[src/rtl/hdlc_pkg.sv]
// Shared constants, frame state type and check-sequence arithmetic for the
// HDLC transmit encapsulator. Assumes 8-bit octets throughout.
package hdlc_pkg;
    localparam int OCT_W    = 8;
    localparam int FCS_W    = 32;
    localparam int FCS_OCTS = FCS_W / OCT_W;

    localparam logic [OCT_W-1:0] FLAG_OCT = 8'h7E;
    localparam logic [OCT_W-1:0] ESC_OCT  = 8'h7D;
    localparam logic [OCT_W-1:0] ESC_MASK = 8'h20;

    // Reflected form of polynomial 0x04C11DB7 for LSB-first processing.
    localparam logic [FCS_W-1:0] FCS_PRESET    = '1;
    localparam logic [FCS_W-1:0] FCS_POLY_REFL = 32'hEDB88320;

    typedef enum logic [2:0] {
        ST_FILL,
        ST_ADDR,
        ST_CTRL,
        ST_BODY,
        ST_FCS
    } frm_state_t;

    // Advance the check register by one octet, least significant bit first.
    function automatic logic [FCS_W-1:0] fcs_next(input logic [FCS_W-1:0] crc,
                                                  input logic [OCT_W-1:0] oct);
        logic [FCS_W-1:0] r;
        r = crc;
        for (int i = 0; i < OCT_W; i++) begin
            if (r[0] ^ oct[i]) r = (r >> 1) ^ FCS_POLY_REFL;
            else               r = r >> 1;
        end
        return r;
    endfunction
endpackage

[src/rtl/hdlc_fcs_gen.sv]
// Check-sequence register. Preset while the framer is idle, advanced once per
// covered octet, and presented complemented for transmission.
// Assumes init and upd are never both requested for the same edge.
module hdlc_fcs_gen
    import hdlc_pkg::*;
(
    input  logic             clk,
    input  logic             rst_n,
    input  logic             init,
    input  logic             upd,
    input  logic [OCT_W-1:0] oct,
    output logic [FCS_W-1:0] fcs_word
);
    logic [FCS_W-1:0] crc_q;

    // Purpose: hold the running remainder over header and payload octets.
    always_ff @(posedge clk) begin
        if (!rst_n)    crc_q <= FCS_PRESET;
        else if (init) crc_q <= FCS_PRESET;
        else if (upd)  crc_q <= fcs_next(crc_q, oct);
    end

    assign fcs_word = ~crc_q;
endmodule

[src/rtl/hdlc_stuffer.sv]
// Octet transparency stage. A candidate marked for stuffing that equals the
// flag or escape code is replaced by the escape code, and the masked original
// is held for the next step. While it is held, no new candidate is taken.
// Assumes the requester keeps its candidate stable until it is taken.
module hdlc_stuffer
    import hdlc_pkg::*;
(
    input  logic             clk,
    input  logic             rst_n,
    input  logic             step,
    input  logic [OCT_W-1:0] cand,
    input  logic             cand_stuff,
    output logic [OCT_W-1:0] oct,
    output logic             taken,
    output logic             busy
);
    logic             busy_q;
    logic [OCT_W-1:0] held_q;
    logic             special;

    assign special = cand_stuff && ((cand == FLAG_OCT) || (cand == ESC_OCT));
    assign busy    = busy_q;

    // Purpose: choose the octet for this step and say whether the candidate went.
    always_comb begin
        if (busy_q) begin
            oct   = held_q;
            taken = 1'b0;
        end else begin
            oct   = special ? ESC_OCT : cand;
            taken = 1'b1;
        end
    end

    // Purpose: remember the masked octet owed after an escape.
    always_ff @(posedge clk) begin
        if (!rst_n) begin
            busy_q <= 1'b0;
            held_q <= '0;
        end else if (step) begin
            if (busy_q) begin
                busy_q <= 1'b0;
            end else if (special) begin
                busy_q <= 1'b1;
                held_q <= cand ^ ESC_MASK;
            end
        end
    end
endmodule

[src/rtl/hdlc_scrambler.sv]
// Self-synchronous x^LEN+1 scrambler over one octet per step, MSB first.
// When disabled the octet passes through and the state is held.
module hdlc_scrambler
    import hdlc_pkg::*;
#(
    parameter int SCR_LEN = 43
) (
    input  logic             clk,
    input  logic             rst_n,
    input  logic             step,
    input  logic             en,
    input  logic [OCT_W-1:0] din,
    output logic [OCT_W-1:0] dout
);
    logic [SCR_LEN-1:0] state_q;
    logic [SCR_LEN-1:0] state_nx;
    logic [OCT_W-1:0]   scr_oct;

    // Purpose: scramble the octet bit by bit against the output history.
    always_comb begin
        state_nx = state_q;
        scr_oct  = '0;
        for (int i = OCT_W - 1; i >= 0; i--) begin
            scr_oct[i] = din[i] ^ state_nx[SCR_LEN-1];
            state_nx   = {state_nx[SCR_LEN-2:0], scr_oct[i]};
        end
    end

    assign dout = en ? scr_oct : din;

    // Purpose: keep the last SCR_LEN scrambled bits across all octets.
    always_ff @(posedge clk) begin
        if (!rst_n)          state_q <= '0;
        else if (step && en) state_q <= state_nx;
    end
endmodule

[src/rtl/hdlc_tx_framer.sv]
// Frame sequencer: idle flags, optional header, payload, optional check
// sequence, with escaping applied through the stuffer and underrun abort.
// Assumes a packet's bytes arrive back to back while in_ready is offered.
module hdlc_tx_framer
    import hdlc_pkg::*;
(
    input  logic             clk,
    input  logic             rst_n,
    input  logic             step,
    input  logic             cfg_hdr_en,
    input  logic             cfg_fcs_en,
    input  logic [OCT_W-1:0] cfg_addr,
    input  logic [OCT_W-1:0] cfg_ctrl,
    input  logic             in_valid,
    input  logic [OCT_W-1:0] in_data,
    input  logic             in_sop,
    input  logic             in_eop,
    output logic             in_ready,
    output logic [OCT_W-1:0] raw_oct,
    output logic             fill,
    output logic             esc_busy
);
    localparam int IDX_W = $clog2(FCS_OCTS);
    localparam logic [IDX_W-1:0] IDX_LAST = IDX_W'(FCS_OCTS - 1);

    frm_state_t       state_q, state_nx;
    logic [IDX_W-1:0] idx_q;
    logic [OCT_W-1:0] cand;
    logic             cand_stuff;
    logic             taken;
    logic             go;
    logic             crc_init;
    logic             crc_upd;
    logic [FCS_W-1:0] fcs_word;

    assign go   = step && taken;
    assign fill = (state_q == ST_FILL);

    hdlc_stuffer u_stuff (
        .clk        (clk),
        .rst_n      (rst_n),
        .step       (step),
        .cand       (cand),
        .cand_stuff (cand_stuff),
        .oct        (raw_oct),
        .taken      (taken),
        .busy       (esc_busy)
    );

    hdlc_fcs_gen u_fcs (
        .clk      (clk),
        .rst_n    (rst_n),
        .init     (crc_init),
        .upd      (crc_upd),
        .oct      (cand),
        .fcs_word (fcs_word)
    );

    // Purpose: pick the candidate octet, the handshake and the next state.
    always_comb begin
        state_nx   = state_q;
        cand       = FLAG_OCT;
        cand_stuff = 1'b0;
        in_ready   = 1'b0;
        crc_init   = 1'b0;
        crc_upd    = 1'b0;
        unique case (state_q)
            ST_FILL: begin
                crc_init = 1'b1;
                in_ready = go && in_valid && !in_sop;
                if (go && in_valid && in_sop)
                    state_nx = cfg_hdr_en ? ST_ADDR : ST_BODY;
            end
            ST_ADDR: begin
                cand       = cfg_addr;
                cand_stuff = 1'b1;
                crc_upd    = go;
                if (go) state_nx = ST_CTRL;
            end
            ST_CTRL: begin
                cand       = cfg_ctrl;
                cand_stuff = 1'b1;
                crc_upd    = go;
                if (go) state_nx = ST_BODY;
            end
            ST_BODY: begin
                if (!in_valid) begin
                    cand = ESC_OCT;
                    if (go) state_nx = ST_FILL;
                end else begin
                    cand       = in_data;
                    cand_stuff = 1'b1;
                    in_ready   = go;
                    crc_upd    = go;
                    if (go && in_eop)
                        state_nx = cfg_fcs_en ? ST_FCS : ST_FILL;
                end
            end
            ST_FCS: begin
                cand       = fcs_word[idx_q*OCT_W +: OCT_W];
                cand_stuff = 1'b1;
                if (go && (idx_q == IDX_LAST)) state_nx = ST_FILL;
            end
            default: state_nx = ST_FILL;
        endcase
    end

    // Purpose: register the frame state.
    always_ff @(posedge clk) begin
        if (!rst_n) state_q <= ST_FILL;
        else if (step) state_q <= state_nx;
    end

    // Purpose: count check-sequence octets, least significant first.
    always_ff @(posedge clk) begin
        if (!rst_n) begin
            idx_q <= '0;
        end else if (state_q != ST_FCS) begin
            idx_q <= '0;
        end else if (go) begin
            idx_q <= (idx_q == IDX_LAST) ? '0 : idx_q + 1'b1;
        end
    end
endmodule

[src/rtl/hdlc_tx_encap.sv]
// Top of the HDLC transmit encapsulator: framer, optional x^SCR_LEN+1
// scrambler and the registered output octet. One octet leaves at each edge
// with out_en high. Configuration inputs are assumed static during a frame.
module hdlc_tx_encap
    import hdlc_pkg::*;
#(
    parameter int SCR_LEN = 43
) (
    input  logic             clk,
    input  logic             rst_n,
    input  logic             cfg_hdr_en,
    input  logic             cfg_fcs_en,
    input  logic             cfg_scr_en,
    input  logic [OCT_W-1:0] cfg_addr,
    input  logic [OCT_W-1:0] cfg_ctrl,
    input  logic             in_valid,
    input  logic [OCT_W-1:0] in_data,
    input  logic             in_sop,
    input  logic             in_eop,
    output logic             in_ready,
    input  logic             out_en,
    output logic [OCT_W-1:0] out_data
);
    logic [OCT_W-1:0] raw_oct;
    logic [OCT_W-1:0] line_oct;
    logic             fill;
    logic             esc_busy;

    hdlc_tx_framer u_frm (
        .clk        (clk),
        .rst_n      (rst_n),
        .step       (out_en),
        .cfg_hdr_en (cfg_hdr_en),
        .cfg_fcs_en (cfg_fcs_en),
        .cfg_addr   (cfg_addr),
        .cfg_ctrl   (cfg_ctrl),
        .in_valid   (in_valid),
        .in_data    (in_data),
        .in_sop     (in_sop),
        .in_eop     (in_eop),
        .in_ready   (in_ready),
        .raw_oct    (raw_oct),
        .fill       (fill),
        .esc_busy   (esc_busy)
    );

    hdlc_scrambler #(.SCR_LEN(SCR_LEN)) u_scr (
        .clk   (clk),
        .rst_n (rst_n),
        .step  (out_en),
        .en    (cfg_scr_en),
        .din   (raw_oct),
        .dout  (line_oct)
    );

    // Purpose: register the line octet once per enabled cycle.
    always_ff @(posedge clk) begin
        if (!rst_n)      out_data <= FLAG_OCT;
        else if (out_en) out_data <= line_oct;
    end
endmodule

[config.mk]
export PLATFORM = sky130hd
export DESIGN_NAME = hdlc_tx_encap
export DESIGN_NICKNAME = d
export VERILOG_FILES = /design/src/rtl/hdlc_pkg.sv /design/src/rtl/hdlc_fcs_gen.sv /design/src/rtl/hdlc_stuffer.sv /design/src/rtl/hdlc_scrambler.sv /design/src/rtl/hdlc_tx_framer.sv /design/src/rtl/hdlc_tx_encap.sv
export SDC_FILE = /design/constraint.sdc
export NUM_CORES = 1
export LEC_CHECK = 0
export CAP_MARGIN = 30
export CORE_UTILIZATION = 53
export CTS_CLUSTER_DIAMETER = 80
export CTS_CLUSTER_SIZE = 30
export DETAILED_ROUTE_END_ITERATION = 8
export PLACE_DENSITY = 0.77
export SLEW_MARGIN = 20
export SYNTH_ARGS = -nofsm -noshare
export SYNTH_HDL_FRONTEND = slang
export SYNTH_SLANG_ARGS = --single-unit
[constraint.sdc]
create_clock -name clk -period 2.71 [get_ports clk]
set_clock_uncertainty 0.15 [all_clocks]
set_input_delay 0.271 -clock clk [delete_from_list [all_inputs] [get_ports clk]]
set_output_delay 0.271 -clock clk [all_outputs]
set_load 0.05 [all_outputs]
Word-level counts from Yosys, hierarchy flattened
Index checks and enable logic that the tools add are counted.
{ "classes": {"add_sub_neg": 1, "eq_ne": 14, "n_shift": 1, "mux": 54, "bitwise_logic": 28, "reduce_logical": 17} }
{ "op_table": {"columns": ["op", "n"], "rows": [
  ["32-bit two-way mux", 29],
  ["13-bit NOT with 14-bit output", 8],
  ["8-bit two-way mux", 4],
  ["32-bit NOT", 1],
  ["8-bit one-hot mux with 4 select lines", 1],
  ["32-bit by 6-bit indexed part select with 8-bit output", 1],
  ["3-bit two-way mux", 8],
  ["8-bit by 7-bit equality test with 1-bit output (second input constant)", 2],
  ["1-bit bitwise XOR", 16],
  ["3-bit one-hot mux with 5 select lines", 1],
  ["1-bit logical AND", 8],
  ["2-bit by 1-bit != test with 1-bit output (second input constant)", 4],
  ["7-bit AND reduction", 1],
  ["3-bit by 2-bit equality test with 1-bit output (second input constant)", 2],
  ["1-bit two-way mux", 6],
  ["3-bit by 2-bit != test with 1-bit output (second input constant)", 2],
  ["1-bit one-hot mux with 2 select lines", 3],
  ["2-bit OR reduction", 3],
  ["2-bit two-way mux", 2],
  ["3-bit by 1-bit equality test with 1-bit output (second input constant)", 1],
  ["3-bit equality test (second input constant)", 1],
  ["3-bit zero test", 1],
  ["3-bit != test (second input constant)", 1],
  ["1-bit NOT", 3],
  ["6 further kinds", 6]
]} }
{ "word_totals": {"register_bits": 97, "inputBits": 33} }

Depth between registers and ports, before layout
{ "logic_depth": {"depth_word": 40, "depth_mapped": 10, "ltp_nobuf": 8} }

Modules after synthesis
A second synthesis with hierarchy kept.
{ "hier_totals": {"cells_unflattened": 598, "area_unflattened_um2": 6173.4} }
{ "by_module_without_submodules": {"columns": ["module", "n_inst", "cells_per_inst", "area_per_inst_um2", "seq_area_each_um2"], "rows": [
  ["hdlc_scrambler", 1, 214, 2422.3, 860.8],
  ["hdlc_fcs_gen", 1, 207, 2180.8, 640.6],
  ["hdlc_tx_framer", 1, 107, 835.8, 100.1],
  ["hdlc_stuffer", 1, 45, 447.9, 180.2],
  ["hdlc_tx_encap", 1, 25, 286.5, 160.2]
]} }

Worst setup path after synthesis
No wires, ideal clock.
{ "synth_path": {"path_type": "reg2reg", "from": "reg u_frm.idx_q[0]", "to": "reg u_frm.u_stuff.held_q[0]", "setup_ns": 0.128, "arrival_time_ns": 2.410, "required_time_ns": 2.432, "path_slack_ns": 0.022, "path_stages_with_launch": 9, "path_buffers": 1, "period_less_slack_ns": 2.688, "path_cell_list": "dfxtp_1 > buf_6 > mux4_2 > nand2_1 > a21oi_2 > or4_4 > nor4b_4 > mux2i_1 > nor2_1"} }
{ "synth_via": {"elab_chain_len": 6, "elab_cells_between_ends": 7} }
{ "synth_rtl": {"columns": ["item", "line", "source"], "rows": [
  ["start: declaration", "hdlc_tx_framer.sv:27", "logic [IDX_W-1:0] idx_q;"],
  ["start signal: assignment", "hdlc_tx_framer.sv:121", "idx_q <= (idx_q == IDX_LAST) ? '0 : idx_q + 1'b1;"],
  ["32-bit by 6-bit indexed part select with 8-bit output (*)", "hdlc_tx_framer.sv:100", "cand = fcs_word[idx_q*OCT_W +: OCT_W];"],
  ["8-bit one-hot mux with 4 select lines (*)", "hdlc_tx_framer.sv:67", "unique case (state_q)"],
  ["8-bit by 7-bit equality test with 1-bit output", "hdlc_stuffer.sv:21", "assign special = cand_stuff && ((cand == FLAG_OCT) || (cand == ESC_OCT));"],
  ["1-bit logical OR", "hdlc_stuffer.sv:21", null],
  ["1-bit logical AND", "hdlc_stuffer.sv:21", null],
  ["3-bit AND reduction (no line)", null, null],
  ["end signal: assignment", "hdlc_stuffer.sv:45", "held_q <= cand ^ ESC_MASK;"],
  ["end: declaration", "hdlc_stuffer.sv:18", "logic [OCT_W-1:0] held_q;"]
]} }
Every way passes the cells marked *; elsewhere a longest branch is shown, timed or not.
A chain may end at the register's enable or synchronous reset.

Final worst setup path
{ "layout_path": {"from": "reg u_frm.idx_q[0]", "to": "reg u_frm.u_fcs.crc_q[18]"} }
{ "layout_via": {"elab_chain_len": 33, "elab_cells_between_ends": 41} }
{ "layout_rtl": {"columns": ["item", "line", "source"], "rows": [
  ["32-bit by 6-bit indexed part select with 8-bit output (*)", "hdlc_tx_framer.sv:100", null],
  ["8-bit one-hot mux with 4 select lines (*)", "hdlc_tx_framer.sv:67", null],
  ["1-bit bitwise XOR", "hdlc_pkg.sv:30", "if (r[0] ^ oct[i]) r = (r >> 1) ^ FCS_POLY_REFL;"],
  ["32-bit two-way mux", "hdlc_pkg.sv:30", null],
  ["32-bit two-way mux", "hdlc_fcs_gen.sv:20", "else if (upd) crc_q <= fcs_next(crc_q, oct);"],
  ["32-bit two-way mux", "hdlc_fcs_gen.sv:19", "else if (init) crc_q <= FCS_PRESET;"],
  ["32-bit two-way mux", "hdlc_fcs_gen.sv:18", "if (!rst_n) crc_q <= FCS_PRESET;"],
  ["32-bit two-way mux", "hdlc_pkg.sv:30", null],
  ["[17 not listed]", null, null],
  ["32-bit two-way mux", "hdlc_fcs_gen.sv:19", null],
  ["32-bit two-way mux", "hdlc_fcs_gen.sv:18", null],
  ["1-bit bitwise XOR", "hdlc_pkg.sv:30", null],
  ["32-bit two-way mux (*)", "hdlc_pkg.sv:30", null],
  ["32-bit two-way mux (*)", "hdlc_fcs_gen.sv:20", null],
  ["32-bit two-way mux (*)", "hdlc_fcs_gen.sv:19", null],
  ["32-bit two-way mux (*)", "hdlc_fcs_gen.sv:18", null],
  ["32-bit two-way mux (*)", "hdlc_pkg.sv:30", null],
  ["end signal: assignment", "hdlc_fcs_gen.sv:20", null],
  ["end: declaration", "hdlc_fcs_gen.sv:14", "logic [FCS_W-1:0] crc_q;"]
]} }
Every way passes the cells marked *; elsewhere a longest branch is shown, timed or not. The select of a mux whose other input is x is not followed.

==> impl.org <==
** Min path
- The worst hold path belongs to the class register to register.
- Start point of the worst min-delay path :: u_frm.u_stuff.held_q[5]$_SDFFE_PN0P_

** Routing
- Total detailed-routing wirelength :: 13400 um
- For this block, the initial DRC count from the detailed router was 314.
- Detailed-router iteration count before antenna repair :: 4
- Post-route ant nets :: 0
- DR DRC count :: 0
- The final route contains 4496 vias.
- After detailed routing, the number of vias per cell comes to 5.74.
- Routed length per placed instance :: 17.1 um

** STA
- The routed design could run at a clock period as short as 2750 ps.
- For this run, the top clock speed supported by timing is 0.364 GHz.
- Actual slew at the worst max-slew pin :: 818 ps
- Final hold violations :: 0
- Headroom to the max-slew limit came out at 45.2%.
- Setup repair after global routing could not meet its margin everywhere.
- Once routing completed, OpenROAD measured the worst setup slack at -36.7 ps.
- The number of pins with negative max-slew slack in the final report came to 0.
- Across all hold checks on the routed design, the worst slack comes to 300 ps.
- Dividing the final minimum period by the clock period gives 101%.
- Final setup violation count :: 2

** Setup path
- STA classifies the critical path endpoint as a register.
- Crit start category :: register
- WP depth :: 10
- Origin of the worst setup path :: u_frm.idx_q[0]$_SDFFE_PP0P_
- In this run the worst setup path terminates at u_frm.u_fcs.crc_q[18]$_SDFFE_PP1P_.
- In this run the register-to-register setup slack is -40 ps.
- Peak fanout along the critical path :: 5
- The largest single stage delay on the critical path is 520 ps.
- Reg2Reg Capture Point :: u_frm.u_fcs.crc_q[18]$_SDFFE_PP1P_
- The startpoint identified for the worst register-to-register timing path is u_frm.idx_q[0]$_SDFFE_PP0P_.
- Broken down by cell family, the worst path's largest delay share belongs to XOR/XNOR gates.
- For this design, the slowest cell found on the critical path is sky130_fd_sc_hd__mux4_2.
- Measured in cells, the most critical reg-to-reg path has a length of 10.
- Walking the worst path, the cells encountered are buf_4 -> mux4_2 -> o2bb2ai_2 -> o21ai_2 -> xor2_2 -> xnor2_2 -> buf_4 -> xor2_2 -> xnor2_1 -> a21bo_1.
- Crit Path Category :: register to register
- Together, buffers and inverters on the worst path number 2.
- For the worst setup path, the data required time is 2840 ps.
- Data arrives at the worst endpoint at 2880 ps.

** Yosys
- Area fraction of the dominant cell type after synthesis :: 38.7%
- Sequential element share of the synthesized area :: 38.7%
- Fraction of registers with async set or reset after synthesis :: 0%
- The synthesized design spends more area on one cell type than any other, namely sky130_fd_sc_hd__dfxtp_1.
- During synthesis, Yosys emitted a total of 0 warnings.
- Among all flip-flop cells after synthesis, the most frequent one is sky130_fd_sc_hd__dfxtp_1.
- The synthesized design contains 97 register bits.
- The synthesized design contains 0 enable-type register cells.
- Synth Instances :: 576
- Cell area after synthesis :: 0.00502 sq mm
- The netlist uses 59 different library cells.
- Mean instance size in the synthesized netlist :: 8.72 sq um
- Ranking of synthesized cells by area :: sky130_fd_sc_hd__dfxtp_1 (39%), sky130_fd_sc_hd__nand2_1 (9.6%), sky130_fd_sc_hd__xnor2_1 (8.2%)
- Counting every net in the synthesized netlist gives 610.

** Global routing
- First-pass GRT wire length :: 20900 um
- Maximum number of pins on one net before global-route repair :: 37
- The number of antenna violations at the first check in global routing is 0.
- Across every metal layer, demand over resource in global routing totals 27.0%.
- After global routing the overflow that remains totals 0.
- The number of global-route vias before repair came to 4207.

** Floorplan
- Top Ports :: 42
- From bottom edge to top edge, the die measures 99.3 um.
- Standard cell core area :: 0.00920 sq mm
- The die covers 0.00987 sq mm.
- The floorplan has 35 rows.
- Floorplan die width :: 99.3 um
- The initial utilization of the core area, before any placement, comes to 54.6%.

** Clock tree
- Buffers inserted during clock tree synthesis total 9.
- The H-tree was split into 3 levels.
- TritonCTS clock tree :: done
- Post-CTS Hold Fix Bufs :: 0
- Clock transition at the registers of the reported paths :: 110 ps
- Worst-Skew Late Latency :: 370 ps
- CTS sink count :: 97
- Number of buffers on the longest clock path :: 2
- The tree is rooted in a sky130_fd_sc_hd__clkbuf_8.

** Finish
- Area Overhead vs Synth :: 28.7%
- Layout Nets :: 701
- Fraction of final layout cells sized beyond drive strength 1 :: 24.6%
- Number of fillers in the final layout :: 662
- In the layout the commonest cells are sky130_fd_sc_hd__nand2_1 (125), sky130_fd_sc_hd__dfxtp_1 (93), sky130_fd_sc_hd__buf_4 (68).
- 0 antenna diodes ended up in the layout.
- Commonest non-fill, non-tap cell in the layout :: sky130_fd_sc_hd__nand2_1

** Pwr
- Power density cells :: 689 mW/mm^2
- Maximum vdd drop :: 0.507 mV
- Leakage power figure :: 2.38 nW

** Place
- The wire-length estimate of the detail-placed layout is 9160 um.
- Before CTS, the worst setup slack after placement is -193 ps.
- Placer congestion estimate :: 0.986
- Port buffering added 41 buffers.

** Flow run
- Number of max-capacitance violations reported :: 0

** Outcome
- Violations in the final reports :: negative setup slack
- The run finished, with violations left.
## power by group
part           switching (mW)  internal [mW]  leakage [nW]
clock network           0.587          0.453         0.107
logic                   0.952          0.939          1.48
registers              0.0462           1.47         0.790
## worst register-to-register path: cells and delay by family (launching register included)
family | cells | cell delay (ps)
xor+xnor | 4 | 800
buf+inv | 2 | 320
flops | 1 | 410
mux | 1 | 520
compound gates | 3 | 460
## registers in the layout, indices dropped and copies added (netlist names)
signal                count
u_scr.state_q            43
u_frm.u_fcs.crc_q        32
out_data                  8
u_frm.u_stuff.held_q      8
u_frm.state_q             3
u_frm.idx_q               2
u_frm.u_stuff.busy        1
## cells in the mapped netlist, types with 2 or more instances
cell and number:
sky130_fd_sc_hd__a211oi_1 7, sky130_fd_sc_hd__a21o_1 3, sky130_fd_sc_hd__a21oi_1 67, sky130_fd_sc_hd__a21oi_2 3, sky130_fd_sc_hd__and2_1 2, sky130_fd_sc_hd__and3_1 4, sky130_fd_sc_hd__buf_2 6, sky130_fd_sc_hd__buf_6 2
sky130_fd_sc_hd__clkbuf_1 26, sky130_fd_sc_hd__dfxtp_1 97, sky130_fd_sc_hd__inv_1 5, sky130_fd_sc_hd__inv_2 2, sky130_fd_sc_hd__mux2_2 2, sky130_fd_sc_hd__mux2i_1 3, sky130_fd_sc_hd__mux4_2 8, sky130_fd_sc_hd__nand2_1 128
sky130_fd_sc_hd__nand2b_1 8, sky130_fd_sc_hd__nand3_1 5, sky130_fd_sc_hd__nor2_1 30, sky130_fd_sc_hd__nor3_1 14, sky130_fd_sc_hd__nor4_1 2, sky130_fd_sc_hd__o211ai_1 16, sky130_fd_sc_hd__o21a_1 2, sky130_fd_sc_hd__o21ai_0 12
sky130_fd_sc_hd__o21ai_1 5, sky130_fd_sc_hd__o21ai_2 2, sky130_fd_sc_hd__o221a_1 3, sky130_fd_sc_hd__o221a_2 2, sky130_fd_sc_hd__o31ai_1 2, sky130_fd_sc_hd__o31ai_4 2, sky130_fd_sc_hd__xnor2_1 47, sky130_fd_sc_hd__xnor2_2 10
sky130_fd_sc_hd__xor2_1 22, sky130_fd_sc_hd__xor2_2 2
## per-layer routing
metal,vias to the layer above,routed length [um],track usage [%],share of wire [%]
met5,-,0,0,0
li1,2146,-,-,-
met2,158,6500,44.0,48
met1,2158,5880,36.8,44
met3,34,745,4.50,5.5
met4,0,311,8.03,2.3
## kinds of logic after synthesis
kind of cell	count (synthesis)	synth area share, %
compound gates	137	18.1
xor+xnor	83	17.0
fa+ha+maj	1	0.249
buf+inv	42	3.59
flops	97	38.7
mux	13	4.63
simple gates	203	17.7
## worst min-delay path by stage
stage	slack, ps	to	cells past startpoint
floorplan	260	u_frm.u_stuff.held_q[7]$_SDFFE_PN0P_	2
CTS	300	u_frm.u_stuff.held_q[5]$_SDFFE_PN0P_	2
detailed placement	290	u_frm.u_stuff.held_q[5]$_SDFFE_PN0P_	2
global placement	270	u_frm.u_stuff.held_q[7]$_SDFFE_PN0P_	2
global route	320	u_frm.u_stuff.held_q[5]$_SDFFE_PN0P_	2
finish	300	u_frm.u_stuff.held_q[5]$_SDFFE_PN0P_	2
## metrics by stage
step                utilization (%)  cell area [sq um]  setup TNS, ps  power (mW)  instances
finish                         70.3               6460          -44.5        4.45        783
global route                   70.3               6460          -1920        4.63        783
CTS                            66.9               6150              0        4.18        770
detailed placement             63.8               5870          -3520        3.11        752
global placement               63.8               5870          -2850        3.09        752
floorplan                         -               5020              0        2.62        576
## layout make-up
class                           instances  area, sq um  share of cell area [%]
Clock inverter                          7         93.8                    1.45
Timing Repair Buffer                  115         1020                    15.7
Sequential cell                        97         1960                    30.3
Clock buffer                            9          124                    1.92
Tap cell                              111          139                    2.15
Multi-Input combinational cell        437         3100                    48.0
Inverter                                7         30.0                   0.465
## timing repair
action	CTS	global route
gates cloned	0	0
endpoints found under the setup margin	31	33
resized for setup	12	37
setup buffers	2	13
pin swaps	5	27
Power figures use the tool's default switching activity.
